### src/rtl/modcall_pkg.sv
package modcall_pkg;

   typedef enum logic [1:0] {
      SEQ_IDLE  = 2'd0,
      SEQ_AWAIT = 2'd1,
      SEQ_FAULT = 2'd2
   } seq_state_e;

   typedef enum logic [1:0] {
      FLT_NONE      = 2'd0,
      FLT_OVERFLOW  = 2'd1,
      FLT_UNDERFLOW = 2'd2,
      FLT_BADLAND   = 2'd3
   } fault_code_e;

endpackage

### src/rtl/modcall_target.sv
module modcall_target #(
   parameter int PC_W      = 32,
   parameter int OFS_W     = 16,
   parameter int SLOT_LOG2 = 2
) (
   input  logic [PC_W-1:0]  pc_i,
   input  logic [PC_W-1:0]  base_i,
   input  logic [OFS_W-1:0] ofs_i,
   output logic [PC_W-1:0]  target_o,
   output logic [PC_W-1:0]  link_o
);
   localparam int SCALED_W = OFS_W + SLOT_LOG2;
   localparam logic [PC_W-1:0] SLOT_BYTES = PC_W'(1) << SLOT_LOG2;

   logic [SCALED_W-1:0] scaled;
   logic [PC_W-1:0]     scaled_ext;

   assign scaled = {ofs_i, {SLOT_LOG2{1'b0}}};

   generate
      if (PC_W > SCALED_W) begin : g_zext
         assign scaled_ext = {{(PC_W-SCALED_W){1'b0}}, scaled};
      end else begin : g_trunc
         assign scaled_ext = scaled[PC_W-1:0];
      end
   endgenerate

   assign target_o = base_i + scaled_ext;
   assign link_o   = pc_i + SLOT_BYTES;
endmodule

### src/rtl/modcall_stack.sv
module modcall_stack #(
   parameter int DEPTH = 16,
   parameter int PC_W  = 32,
   parameter int TID_W = 16
) (
   input  logic                          clk,
   input  logic                          rst_n,
   input  logic                          push_i,
   input  logic                          pop_i,
   input  logic [PC_W-1:0]               push_pc_i,
   input  logic [TID_W-1:0]              push_tid_i,
   output logic [PC_W-1:0]               top_pc_o,
   output logic [TID_W-1:0]              top_tid_o,
   output logic [$clog2(DEPTH+1)-1:0]    level_o,
   output logic                          full_o,
   output logic                          empty_o
);
   localparam int LVL_W = $clog2(DEPTH+1);
   localparam logic [LVL_W-1:0] LVL_MAX = LVL_W'(DEPTH);

   logic [LVL_W-1:0] level_q;
   logic [PC_W-1:0]  slot_pc  [DEPTH];
   logic [TID_W-1:0] slot_tid [DEPTH];

   always_ff @(posedge clk or negedge rst_n) begin
      if (!rst_n) begin
         level_q <= '0;
      end else if (push_i && (level_q != LVL_MAX)) begin
         level_q <= level_q + 1'b1;
      end else if (pop_i && (level_q != '0)) begin
         level_q <= level_q - 1'b1;
      end
   end

   generate
      for (genvar g = 0; g < DEPTH; g++) begin : g_slot
         always_ff @(posedge clk or negedge rst_n) begin
            if (!rst_n) begin
               slot_pc[g]  <= '0;
               slot_tid[g] <= '0;
            end else if (push_i && (level_q == LVL_W'(g))) begin
               slot_pc[g]  <= push_pc_i;
               slot_tid[g] <= push_tid_i;
            end
         end
      end
   endgenerate

   always_comb begin
      top_pc_o  = '0;
      top_tid_o = '0;
      for (int i = 0; i < DEPTH; i++) begin
         if (level_q == LVL_W'(i + 1)) begin
            top_pc_o  = slot_pc[i];
            top_tid_o = slot_tid[i];
         end
      end
   end

   assign level_o = level_q;
   assign full_o  = (level_q == LVL_MAX);
   assign empty_o = (level_q == '0);
endmodule

### src/rtl/modcall_seq.sv
module modcall_seq
   import modcall_pkg::*;
(
   input  logic        clk,
   input  logic        rst_n,
   input  logic        call_i,
   input  logic        ret_i,
   input  logic        land_chk_i,
   input  logic        land_ok_i,
   input  logic        clr_i,
   input  logic        full_i,
   input  logic        empty_i,
   output logic        push_o,
   output logic        pop_o,
   output logic        take_call_o,
   output logic        take_ret_o,
   output seq_state_e  state_o,
   output fault_code_e code_o
);
   seq_state_e  state_q, state_d;
   fault_code_e code_q, code_d;

   always_comb begin
      state_d     = state_q;
      code_d      = code_q;
      push_o      = 1'b0;
      pop_o       = 1'b0;
      take_call_o = 1'b0;
      take_ret_o  = 1'b0;
      unique case (state_q)
         SEQ_IDLE: begin
            if (call_i) begin
               if (full_i) begin
                  state_d = SEQ_FAULT;
                  code_d  = FLT_OVERFLOW;
               end else begin
                  push_o      = 1'b1;
                  take_call_o = 1'b1;
                  state_d     = SEQ_AWAIT;
               end
            end else if (ret_i) begin
               if (empty_i) begin
                  state_d = SEQ_FAULT;
                  code_d  = FLT_UNDERFLOW;
               end else begin
                  pop_o      = 1'b1;
                  take_ret_o = 1'b1;
               end
            end
         end
         SEQ_AWAIT: begin
            if (land_chk_i) begin
               if (land_ok_i) begin
                  state_d = SEQ_IDLE;
               end else begin
                  state_d = SEQ_FAULT;
                  code_d  = FLT_BADLAND;
               end
            end
         end
         SEQ_FAULT: begin
            if (clr_i) begin
               state_d = SEQ_IDLE;
               code_d  = FLT_NONE;
            end
         end
         default: begin
            state_d = SEQ_IDLE;
            code_d  = FLT_NONE;
         end
      endcase
   end

   always_ff @(posedge clk or negedge rst_n) begin
      if (!rst_n) begin
         state_q <= SEQ_IDLE;
         code_q  <= FLT_NONE;
      end else begin
         state_q <= state_d;
         code_q  <= code_d;
      end
   end

   assign state_o = state_q;
   assign code_o  = code_q;
endmodule

### src/rtl/modcall_unit.sv
module modcall_unit
   import modcall_pkg::*;
#(
   parameter int DEPTH     = 16,
   parameter int PC_W      = 32,
   parameter int TID_W     = 16,
   parameter int OFS_W     = 16,
   parameter int SLOT_LOG2 = 2
) (
   input  logic                       clk,
   input  logic                       rst_n,
   input  logic                       call_i,
   input  logic                       ret_i,
   input  logic                       land_chk_i,
   input  logic                       land_ok_i,
   input  logic                       clr_i,
   input  logic [PC_W-1:0]            pc_i,
   input  logic [TID_W-1:0]           tid_i,
   input  logic [PC_W-1:0]            tramp_base_i,
   input  logic [OFS_W-1:0]           ofs_i,
   output logic [PC_W-1:0]            next_pc_o,
   output logic                       redirect_o,
   output logic [TID_W-1:0]           ret_tid_o,
   output logic                       fault_o,
   output logic [1:0]                 fault_code_o,
   output logic [$clog2(DEPTH+1)-1:0] stk_level_o,
   output logic                       stk_full_o,
   output logic                       stk_empty_o
);
   localparam int LVL_W = $clog2(DEPTH+1);

   generate
      if (DEPTH < 2) begin : g_chk_depth
         $error("modcall_unit: DEPTH must be at least 2");
      end
      if (PC_W < 8) begin : g_chk_pc
         $error("modcall_unit: PC_W must be at least 8");
      end
      if (OFS_W < 1 || TID_W < 1) begin : g_chk_fields
         $error("modcall_unit: OFS_W and TID_W must be positive");
      end
   endgenerate

   seq_state_e  seq_state;
   fault_code_e seq_code;
   logic        push, pop, take_call, take_ret;
   logic [PC_W-1:0]  target, link, top_pc;
   logic [TID_W-1:0] top_tid;
   logic [LVL_W-1:0] level;
   logic             full, empty;

   logic [PC_W-1:0]  next_pc_q;
   logic             redirect_q;
   logic [TID_W-1:0] ret_tid_q;

   modcall_target #(
      .PC_W(PC_W), .OFS_W(OFS_W), .SLOT_LOG2(SLOT_LOG2)
   ) u_target (
      .pc_i(pc_i), .base_i(tramp_base_i), .ofs_i(ofs_i),
      .target_o(target), .link_o(link)
   );

   modcall_stack #(
      .DEPTH(DEPTH), .PC_W(PC_W), .TID_W(TID_W)
   ) u_stack (
      .clk(clk), .rst_n(rst_n), .push_i(push), .pop_i(pop),
      .push_pc_i(link), .push_tid_i(tid_i),
      .top_pc_o(top_pc), .top_tid_o(top_tid),
      .level_o(level), .full_o(full), .empty_o(empty)
   );

   modcall_seq u_seq (
      .clk(clk), .rst_n(rst_n), .call_i(call_i), .ret_i(ret_i),
      .land_chk_i(land_chk_i), .land_ok_i(land_ok_i), .clr_i(clr_i),
      .full_i(full), .empty_i(empty),
      .push_o(push), .pop_o(pop),
      .take_call_o(take_call), .take_ret_o(take_ret),
      .state_o(seq_state), .code_o(seq_code)
   );

   always_ff @(posedge clk or negedge rst_n) begin
      if (!rst_n) begin
         next_pc_q  <= '0;
         redirect_q <= 1'b0;
         ret_tid_q  <= '0;
      end else begin
         redirect_q <= take_call | take_ret;
         if (take_call) begin
            next_pc_q <= target;
         end else if (take_ret) begin
            next_pc_q <= top_pc;
            ret_tid_q <= top_tid;
         end
      end
   end

   assign next_pc_o    = next_pc_q;
   assign redirect_o   = redirect_q;
   assign ret_tid_o    = ret_tid_q;
   assign fault_o      = (seq_state == SEQ_FAULT);
   assign fault_code_o = seq_code;
   assign stk_level_o  = level;
   assign stk_full_o   = full;
   assign stk_empty_o  = empty;
endmodule

### config.mk
export PLATFORM = sky130hd
export DESIGN_NAME = modcall_unit
export DESIGN_NICKNAME = d
export VERILOG_FILES = /design/src/rtl/modcall_pkg.sv /design/src/rtl/modcall_target.sv /design/src/rtl/modcall_stack.sv /design/src/rtl/modcall_seq.sv /design/src/rtl/modcall_unit.sv
export SDC_FILE = /design/constraint.sdc
export NUM_CORES = 1
export LEC_CHECK = 0
export BUFFER_PORTS_ARGS = -buffer_cell sky130_fd_sc_hd__buf_2
export CAP_MARGIN = 40
export CORE_UTILIZATION = 45
export DETAILED_ROUTE_END_ITERATION = 10
export GPL_TIMING_DRIVEN = 0
export PLACE_DENSITY = 0.7
export SYNTH_ARGS = -nofsm -noshare
export SYNTH_HDL_FRONTEND = slang
export SYNTH_SLANG_ARGS = --single-unit
### constraint.sdc
create_clock -name clk -period 3.2 [get_ports clk]
set_clock_uncertainty 0.1 [all_clocks]
set_input_delay 0.48 -clock clk [delete_from_list [all_inputs] [get_ports clk]]
set_output_delay 0.48 -clock clk [all_outputs]
set_load 0.1 [all_outputs]
Word-level counts from Yosys, hierarchy flattened. Cells that the tools add are included.

Add/subtract/negate cells: 4. Equality and inequality tests: 25. Multiplexer cells: 56. Bitwise gates (word level): 2. Reductions and logical operators: 26.

Operator list (count): $mux W32 (18); $mux W16 (16); $eq A5 B4 Y1 const B (8); $add A32 B18 Y32 (1); $add A32 B3 Y32 const B (1); $mux W2 (11); $eq A5 B3 Y1 const B (4); $logic_and A1 B1 Y1 (18); $pmux W2 S3 (2); $eq A5 B2 Y1 const B (2); $mux W5 (2); $ne A3 B3 Y1 const B (3); $mux W1 (7); $ne A2 B2 Y1 const B (3); $reduce_and A6 Y1 (1); $add A5 B1 Y5 const B (1); $eq A5 B1 Y1 const B (1); $eq A5 B5 Y1 const B (1); $logic_not A5 Y1 (1); $ne A5 B5 Y1 const B (1); $reduce_bool A5 Y1 (1); $sub A5 B1 Y5 const B (1); $reduce_and A4 Y1 (1); $reduce_bool A2 Y1 (2); 6 further kinds (6).

Register bits: 826. Input bits: 103. Word-level logic and storage cells: 151.

Logic depth before layout (Yosys ltp). Gate-level depths: netlist of run 1.

Depth after elaboration: 19. Gate-level depth with buffers: 14. Gate-level depth less buffers: 11.

Cells and area by module. From an unflattened synthesis of run 1, not the netlist that was laid out.

Cells, all modules: 3426. Area total of the unflattened synthesis: 40513.9 um^2.

Modules (own cells, without submodules): modcall_stack (times used 1, cells an instance 2980, area each 36434.9 um^2); modcall_unit (times used 1, cells an instance 177, area each 2150.8 um^2); modcall_target (times used 1, cells an instance 238, area each 1610.3 um^2); modcall_seq (times used 1, cells an instance 31, area each 317.8 um^2).

Worst setup path before layout of run 1. No wires, ideal clock.

Kind: register to register. Start: register u_stack.level_q[0] (netlist: u_stack.level_o[0]). End: register next_pc_q[27] (netlist: next_pc_o[27]). Arrival: 3866 ps. Data required time: 2964 ps. Setup slack: -902 ps. Stages on the path, launching flop included: 13. Buffers on the path: 1. Cells stage by stage: dfrtp_1 > inv_1 > ha_1 > clkbuf_1 > nor2b_1 > and2_0 > and4bb_2 > nor2_1 > inv_1 > nand2_1 > a221o_1 > o211ai_1 > o21ai_0.

RTL lines: start: declaration (line modcall_stack.sv:21) `logic [LVL_W-1:0] level_q;`; start signal: assignment (line modcall_stack.sv:29) `level_q <= level_q + 1'b1;`; start signal: assignment (line modcall_stack.sv:31) `level_q <= level_q - 1'b1;`; $logic_not A5 Y1 (line modcall_stack.sv:62) `assign empty_o = (level_q == '0);`; named net stk_empty_o (line modcall_unit.sv:28) `output logic stk_empty_o`; $mux W1 (line modcall_seq.sv:42) `if (empty_i) begin`; $mux W1 (line modcall_seq.sv:41) `end else if (ret_i) begin`; $mux W1 (line modcall_seq.sv:32) `if (call_i) begin`; $mux W1 (line modcall_seq.sv:30) `unique case (state_q)`; $reduce_bool A2 Y1 (no source line); end signal: assignment (line modcall_unit.sv:89) `next_pc_q <= target;`; end signal: assignment (line modcall_unit.sv:91) `next_pc_q <= top_pc;`; end: declaration (line modcall_unit.sv:52) `logic [PC_W-1:0] next_pc_q;`.

The timed path passes the listed nets, and every way through them passes these cells. The select of a mux whose other input is x is not followed. A chain may end at the register's enable or synchronous reset.

Worst setup path in the final report of run 1.
Start: register u_stack.level_q[1] (netlist: u_stack.level_o[1]). End: register next_pc_q[1] (netlist: next_pc_o[1]).

Longest elaborated chain between the ends: 19.

RTL lines: $eq A5 B1 Y1 (line modcall_stack.sv:53) `if (level_q == LVL_W'(i + 1)) begin`; $mux W32 (16 in a row) (line modcall_stack.sv:53); $mux W32 (line modcall_unit.sv:90) `end else if (take_ret) begin`; $mux W32 (line modcall_unit.sv:88) `if (take_call) begin`.

Several ways; a longest one is shown, not always the timed one. The select of a mux whose other input is x is not followed.

==> results.cfg, run 1 <==
[status]
outcome = finished with violations
violations = setup timing

[power]
vdd_drop_max_v = 0.000566
finalPower_mw = 48.9
p_leak_nw = 20.9
power_density_nw_per_um2 = 1050

[setup_path]
required_ns = 3.60
cp-start-kind = flip-flop
cp_max_fo = 5
crit_arrival_ns = 3.80
endpoint_kind = flip-flop
critPathKind = reg2reg

[cells_and_area]
post-route-util_pct = 55.5
fill_cells = 7408
design_area_um2 = 46700
final_cells = 5429
syn_to_final_growth_pct = 21.6
nNetsFinal = 4351
drive_gt1_share_pct = 27.1

[logic_synthesis]
ys_warn_count = 0
ys_types = 82
netlist_top_cells_area = dfrtp_1 54%, mux2_2 8.9%, o21ai_0 8.3%
synth_nets = 3990
ys_ff_latch = 826
ys_async_sr_fraction_pct = 100
synth_top_area_cell = dfrtp_1
synth_top_area_share_pct = 53.8
synth_top_flop_cell = dfrtp_1
synthCells = 3863
seq_area_frac_synth_pct = 53.8
netlist_area_um2 = 38400
avgSynthCellArea_um2 = 9.94
synth-edff-count = 0

[sta]
hold_ws_ns = 0.0151
max_freq_mhz = 294
finalMaxSlewViolations = 0
relSlewSlack_pct = 41.7
layout_worst_path_cycle_share_pct = 106
finalSetupViolations = 21
hold_violations = 0
rsz0062_at_grt = true
worst_pin_slew_ns = 0.875
tns_ns = -1.22
min_period_ns = 3.40
fin_ws_ns = -0.200

[floorplanning]
initial_core_util_pct = 45.7
core_um2 = 84100
fp.dieArea_um2 = 86500
top_level_ports = 162
die_w_um = 294
fp.dieH_um = 294
rows = 106

[cts]
root_buffer = clkbuf_16
numCtsBuffers = 87
clk_latency_ns = 0.65
cts_tree = yes
cts_sinks = 826
path_clk_slew_ns = 0.07
clockBufferDepth = 3
htreeDepth = 3

[drt]
firstDrtPassIters = 5
first_iter_violations = 4654
viasPerCell = 6.38
routed_wl_mm = 155
postRouteAntennaNets = 0
wl_per_cell_um = 28.5
drc = 0
num_vias = 34650

[grt]
grt_start_max_net_pins = 123
grt_pass1_wl_mm = 224
grt-ovfl-total = 0
antenna_found_initial = 8
grt_usage_pct = 35.4
grt_pass1_vias = 32935

[placement]
pre_cts_ws_ns = -1.63
io_buffer_count = 160
gp_congestion = 0.999
postPlaceCellArea_um2 = 41200
placed_cells = 5211
hpwl_mm = 114

[min_path]
hold_path.class = in2reg

[job]
cap_violations = 0
## cells in the mapped netlist (19+ instances only)
cell / number
nand3_1: 46
ha_1: 23
a211oi_1: 20
xor2_1: 22
xnor2_1: 30
o21ai_0: 635
o22ai_1: 51
and3_1: 31
a22oi_1: 78
o221ai_1: 34
clkbuf_1: 255
buf_2: 63
dfrtp_1: 826
a31oi_1: 19
mux2_2: 305
nor3_1: 47
a221oi_1: 50
nand2_1: 645
a21oi_1: 172
buf_1: 21
o211ai_1: 57
nor2_1: 159
inv_1: 29
## layer usage
metal	share of wire, %	track usage, %
met5	0.048	0
met4	6.4	19.8
met3	12	9.90
met2	43	52.2
met1	39	46.9
## final timing paths
path | start | to | slack (ns) | depth (start not counted)
worst max register to register | u_stack.level_o[1]$_DFFE_PN0P_ | next_pc_o[1]$_DFFE_PN0P_ | -0.20 | 11
worst min-delay path | clr_i | u_seq.state_o[1]$_DFFE_PN0P_ | 0.02 | 3
worst max-delay path | u_stack.level_o[1]$_DFFE_PN0P_ | next_pc_o[1]$_DFFE_PN0P_ | -0.20 | 11
min in group asynchronous | rst_n | u_stack.slot_tid[107]$_DFFE_PN0P_ | 0.38 | 2
worst min register to register | u_stack.slot_pc[21]$_DFFE_PN0P_ | u_stack.slot_pc[21]$_DFFE_PN0P_ | 0.38 | 2
max in group asynchronous | rst_n | u_stack.level_o[0]$_DFFE_PN0P_ | 0.50 | 5
## critical path, stage by stage (launching register included)
cell      delay [ns]
dfrtp_4         0.57
inv_4           0.12
ha_4            0.16
or4b_4          0.59
nor2_8          0.18
buf_12          0.13
a221oi_2        0.07
o22ai_2         0.13
o211ai_1        0.22
a221oi_2        0.42
a211oi_2        0.08
o41ai_2         0.45
## flip-flops by register name (all words and copies together) (netlist names)
register and count:
u_seq.code_o 2, next_pc_o 32, u_stack.level_o 5, redirect_o 1, u_seq.state_o 2, u_stack.slot_pc 512, u_stack.slot_tid 256, ret_tid_o 16
## placed cells by master (no fill, tap or decap), types with 36 or more instances in the layout
cell type,instances
a21oi_1,143
mux2_2,305
o21ai_0,590
o22ai_1,47
buf_4,99
a22oi_1,74
o211ai_1,57
clkbuf_16,94
buf_2,208
nand2_1,637
nor2_1,143
clkbuf_2,75
dfrtp_1,821
nor3_1,36
clkbuf_1,140
nand3_1,41
## repair_timing
action / CTS / global route
setup buffers: 37 / 20
pin swaps: 38 / 72
resized for setup: 384 / 261
endpoints found under the hold margin: 100 / 0
hold buffers: 2 / 0
cloned: 4 / 2
endpoints found under the setup margin: 824 / 347
## cell type report
type	count	area, um^2	area share [%]
Sequential cell	826	20700	44.3
Multi-Input combinational cell	2664	17600	37.7
Clock buffer	119	2510	5.37
Timing Repair Buffer	277	1970	4.22
Buffer	337	1960	4.19
Tap cell	1134	1420	3.04
Clock inverter	39	413	0.884
Inverter	31	139	0.297
Antenna cell	2	5.00	0.0107
## report_power, final
part	total (mW)	internal (mW)	leakage [nW]	switching, mW
logic	21.0	7.13	8.64	13.9
registers	17.3	14.7	10.8	2.64
clock network	10.5	6.06	1.45	4.45
total	48.9	27.9	20.9	21.0
## kinds of logic after synthesis
group	Yosys count	synth area share [%]
AO/OA/AOI/OAI	1249	19.6
AND/OR/NAND/NOR	1032	11.7
flip-flops	826	53.8
buffers and inverters	375	3.92
multiplexers	305	8.94
XOR/XNOR	52	1.19
adder cells (fa/ha/maj)	24	0.801
Note: power is estimated with default switching activity, not from simulation.
==> inputs of run 2 (changes only) <==
--- a/config.mk
+++ b/config.mk
@@ -5,12 +5,15 @@
 export SDC_FILE = /design/constraint.sdc
 export NUM_CORES = 1
 export LEC_CHECK = 0
+export ABC_AREA = 1
 export BUFFER_PORTS_ARGS = -buffer_cell sky130_fd_sc_hd__buf_2
 export CAP_MARGIN = 40
-export CORE_UTILIZATION = 45
+export CELL_PAD_IN_SITES_DETAIL_PLACEMENT = 1
+export CELL_PAD_IN_SITES_GLOBAL_PLACEMENT = 1
+export CORE_UTILIZATION = 42
 export DETAILED_ROUTE_END_ITERATION = 10
 export GPL_TIMING_DRIVEN = 0
-export PLACE_DENSITY = 0.7
+export PLACE_DENSITY = 0.83
 export SYNTH_ARGS = -nofsm -noshare
 export SYNTH_HDL_FRONTEND = slang
 export SYNTH_SLANG_ARGS = --single-unit
==> run 2 against run 1 <==
  * The flow still finishes with violations (setup timing)
  * Count of clock-buffer cells in the layout grew 16
  * Global-route usage shrank 0.22 points
  * Total power up 2.8%
  * Synthesized cell count is 38% higher
  * Sequential power about the same
  * Largest cell class unchanged
  * Hold slack improved by 0.0069 ns
  * Routed wire length up 13%
  * Core utilization is 4.0 points lower
  * First-iteration DRC count down 7.3%
  * Largest power group unchanged
  * Die area is 12% higher
==> results.cfg, run 2 <==
[status]
violations = setup timing
outcome = finished with violations

[power]
clock_power_share_pct = 21.5
internal_power_mw = 27.6
pwr-share-seq_pct = 34.7
power_density_nw_per_um2 = 1040
p_leak_nw = 24.1
swShare_pct = 45.1
p_sw_mw = 22.6
finalPower_mw = 50.2
comb_power_share_pct = 43.9
vdd_drop_max_v = 0.000429

[floorplanning]
rows = 112
die_w_um = 311
core_um2 = 93900
top_level_ports = 162
fp.dieArea_um2 = 96700
fp.dieH_um = 311
initial_core_util_pct = 42.7

[sta]
rsz0062_at_grt = true
min_period_ns = 3.27
relSlewSlack_pct = 35.7
max_freq_mhz = 306
hold_violations = 0
finalMaxSlewViolations = 0
layout_worst_path_cycle_share_pct = 102
worst_pin_slew_ns = 0.958
tns_ns = -0.459
finalSetupViolations = 17
hold_ws_ns = 0.0221
fin_ws_ns = -0.0681

[cts]
clockBufferDepth = 3
cts_sinks = 826
htreeDepth = 3
clk_latency_ns = 0.66
path_clk_slew_ns = 0.06
root_buffer = clkbuf_16
numCtsBuffers = 89
cts_tree = yes

[setup_path]
slowest_stage = dfrtp_2
path_common_cell = nand2_1
crit_arrival_ns = 3.76
r2r-start = u_stack.level_o[1]$_DFFE_PN0P_
worstPathCellList = inv_4, ha_2, inv_1, nor2_4, buf_12, nand2_8, nor2_4, buf_12, buf_16, a21oi_4, o211ai_1, a21oi_2, o21bai_1, nand2_1, nand2_1, nand2_2, nand3_1, nand2_1, nand2_2, nand3_4, nand3_2, nand2_1, inv_1
critPathKind = reg2reg
cp_max_fo = 5
required_ns = 3.69
crit_start = u_stack.level_o[1]$_DFFE_PN0P_
critical_path_buf_inv_count = 6
cp-start-kind = flip-flop
endpoint_kind = flip-flop
ff2ff_setup_slack_ns = -0.07
cpPeakStageDelay_ns = 0.46
crit_family = simple AND/OR/NAND/NOR gates

[placement]
hpwl_mm = 128
pre_cts_ws_ns = -1.46
postPlaceCellArea_um2 = 43000
placed_cells = 6782
gp_congestion = 0.930
io_buffer_count = 150

[logic_synthesis]
netlist_top_cells_area = dfrtp_1 52%, nand2_1 17%, o21ai_0 12%
synth_top_flop_cell = dfrtp_1
seq_area_frac_synth_pct = 51.6
avgSynthCellArea_um2 = 7.51
synth_top_area_cell = dfrtp_1
ys_ff_latch = 826
synthCells = 5336
ys_types = 44
netlist_area_um2 = 40100
ys_async_sr_fraction_pct = 100
synth-edff-count = 0
synth_most_common_cell = nand2_1
ys_warn_count = 0
synth_nets = 5463
yosys-top-cells-count = 1,844 x nand2_1, 989 x o21ai_0, 826 x dfrtp_1
synth_top_area_share_pct = 51.6

[min_path]
worstHoldStart = tramp_base_i[1]
hold_path.class = in2reg

[grt]
grt_pass1_wl_mm = 258
grt_usage_pct = 35.2
grt_start_max_net_pins = 120
grt_pass1_vias = 41937
grt-ovfl-total = 0
antenna_found_initial = 10

[cells_and_area]
post-route-util_pct = 51.6
design_area_um2 = 48400
final_common_cell = nand2_1
final_cells = 7000
largest_register_ff_count = 512
fill_cells = 11589
syn_to_final_growth_pct = 20.9
nNetsFinal = 5793
drive_gt1_share_pct = 15.9
final_cell_mix = 1,706 x nand2_1, 934 x o21ai_0, 821 x dfrtp_1, 636 x inv_1, 183 x clkbuf_1
largest-register = u_stack.slot_pc

[job]
cap_violations = 0

[drt]
firstDrtPassIters = 6
postRouteAntennaNets = 0
num_vias = 40510
drc = 0
first_iter_violations = 4312
viasPerCell = 5.79
wl_per_cell_um = 24.9
routed_wl_mm = 175
## run 2: timing repair
item                                    CTS  global route
pin swaps                                47           143
gates cloned                              2             3
resized for setup                       336           414
endpoints found under the setup margin  767           413
hold buffers                              2             0
hold endpoints to repair                 53             0
setup buffers                            15            26
## run 2: power by group through the flow
stage                     logic (mW)  clock network [mW]  registers [mW]
final                           22.0                10.8            17.4
after global routing            23.7                11.2            17.8
after CTS                       20.1                10.8            17.2
after detailed placement        18.8                   0            17.3
after global placement          18.0                   0            17.1
after floorplan                 10.0                   0            19.1
## run 2: cell families (layout without fill, tap and decap cells)
kind of cell | count (synthesis) | count (layout) | synth area share, %
fa+ha+maj | 24 | 24 | 0.768
compound gates | 1165 | 1165 | 14.9
flops | 826 | 826 | 51.6
xor+xnor | 38 | 38 | 0.915
other cells | 0 | 6 | 0
buf+inv | 985 | 1389 | 9.26
simple gates | 2298 | 2298 | 22.6
## run 2: metal layers
layer,wire [um],vias to the layer above,GRT usage (%)
li1,-,17404,-
met1,70200,20533,46.4
met2,78700,2004,54.8
met3,15300,553,7.22
met4,10300,16,18.4
met5,105,-,0
## run 2: worst register-to-register path, stage by stage, from the launching register on
cell	delay [ns]
dfrtp_2	0.46
inv_4	0.07
ha_2	0.18
inv_1	0.07
nor2_4	0.10
buf_12	0.14
nand2_8	0.09
nor2_4	0.20
buf_12	0.14
buf_16	0.12
a21oi_4	0.07
o211ai_1	0.26
a21oi_2	0.11
o21bai_1	0.21
nand2_1	0.10
nand2_1	0.08
nand2_2	0.07
nand3_1	0.08
nand2_1	0.09
nand2_2	0.11
nand3_4	0.11
nand3_2	0.13
nand2_1	0.06
inv_1	0.04
## run 2: final timing paths
path,to,cells past startpoint
max reg2reg,next_pc_o[12]$_DFFE_PN0P_,23
min reg2reg,u_stack.slot_pc[231]$_DFFE_PN0P_,2
max,next_pc_o[12]$_DFFE_PN0P_,23
max in group asynchronous,next_pc_o[28]$_DFFE_PN0P_,5
min,next_pc_o[1]$_DFFE_PN0P_,5
min in group asynchronous,u_stack.slot_tid[252]$_DFFE_PN0P_,2
## run 2: layout make-up
class                           instances  area, um^2  area share [%]
Sequential cell                       826       20700            42.7
Multi-Input combinational cell       3525       17100            35.4
Clock buffer                          135        2700            5.56
Inverter                              660        2510            5.19
Timing Repair Buffer                  240        1810            3.74
Buffer                                324        1740            3.58
Tap cell                             1254        1570            3.24
Clock inverter                         30         285           0.589
Antenna cell                            6        15.0          0.0310
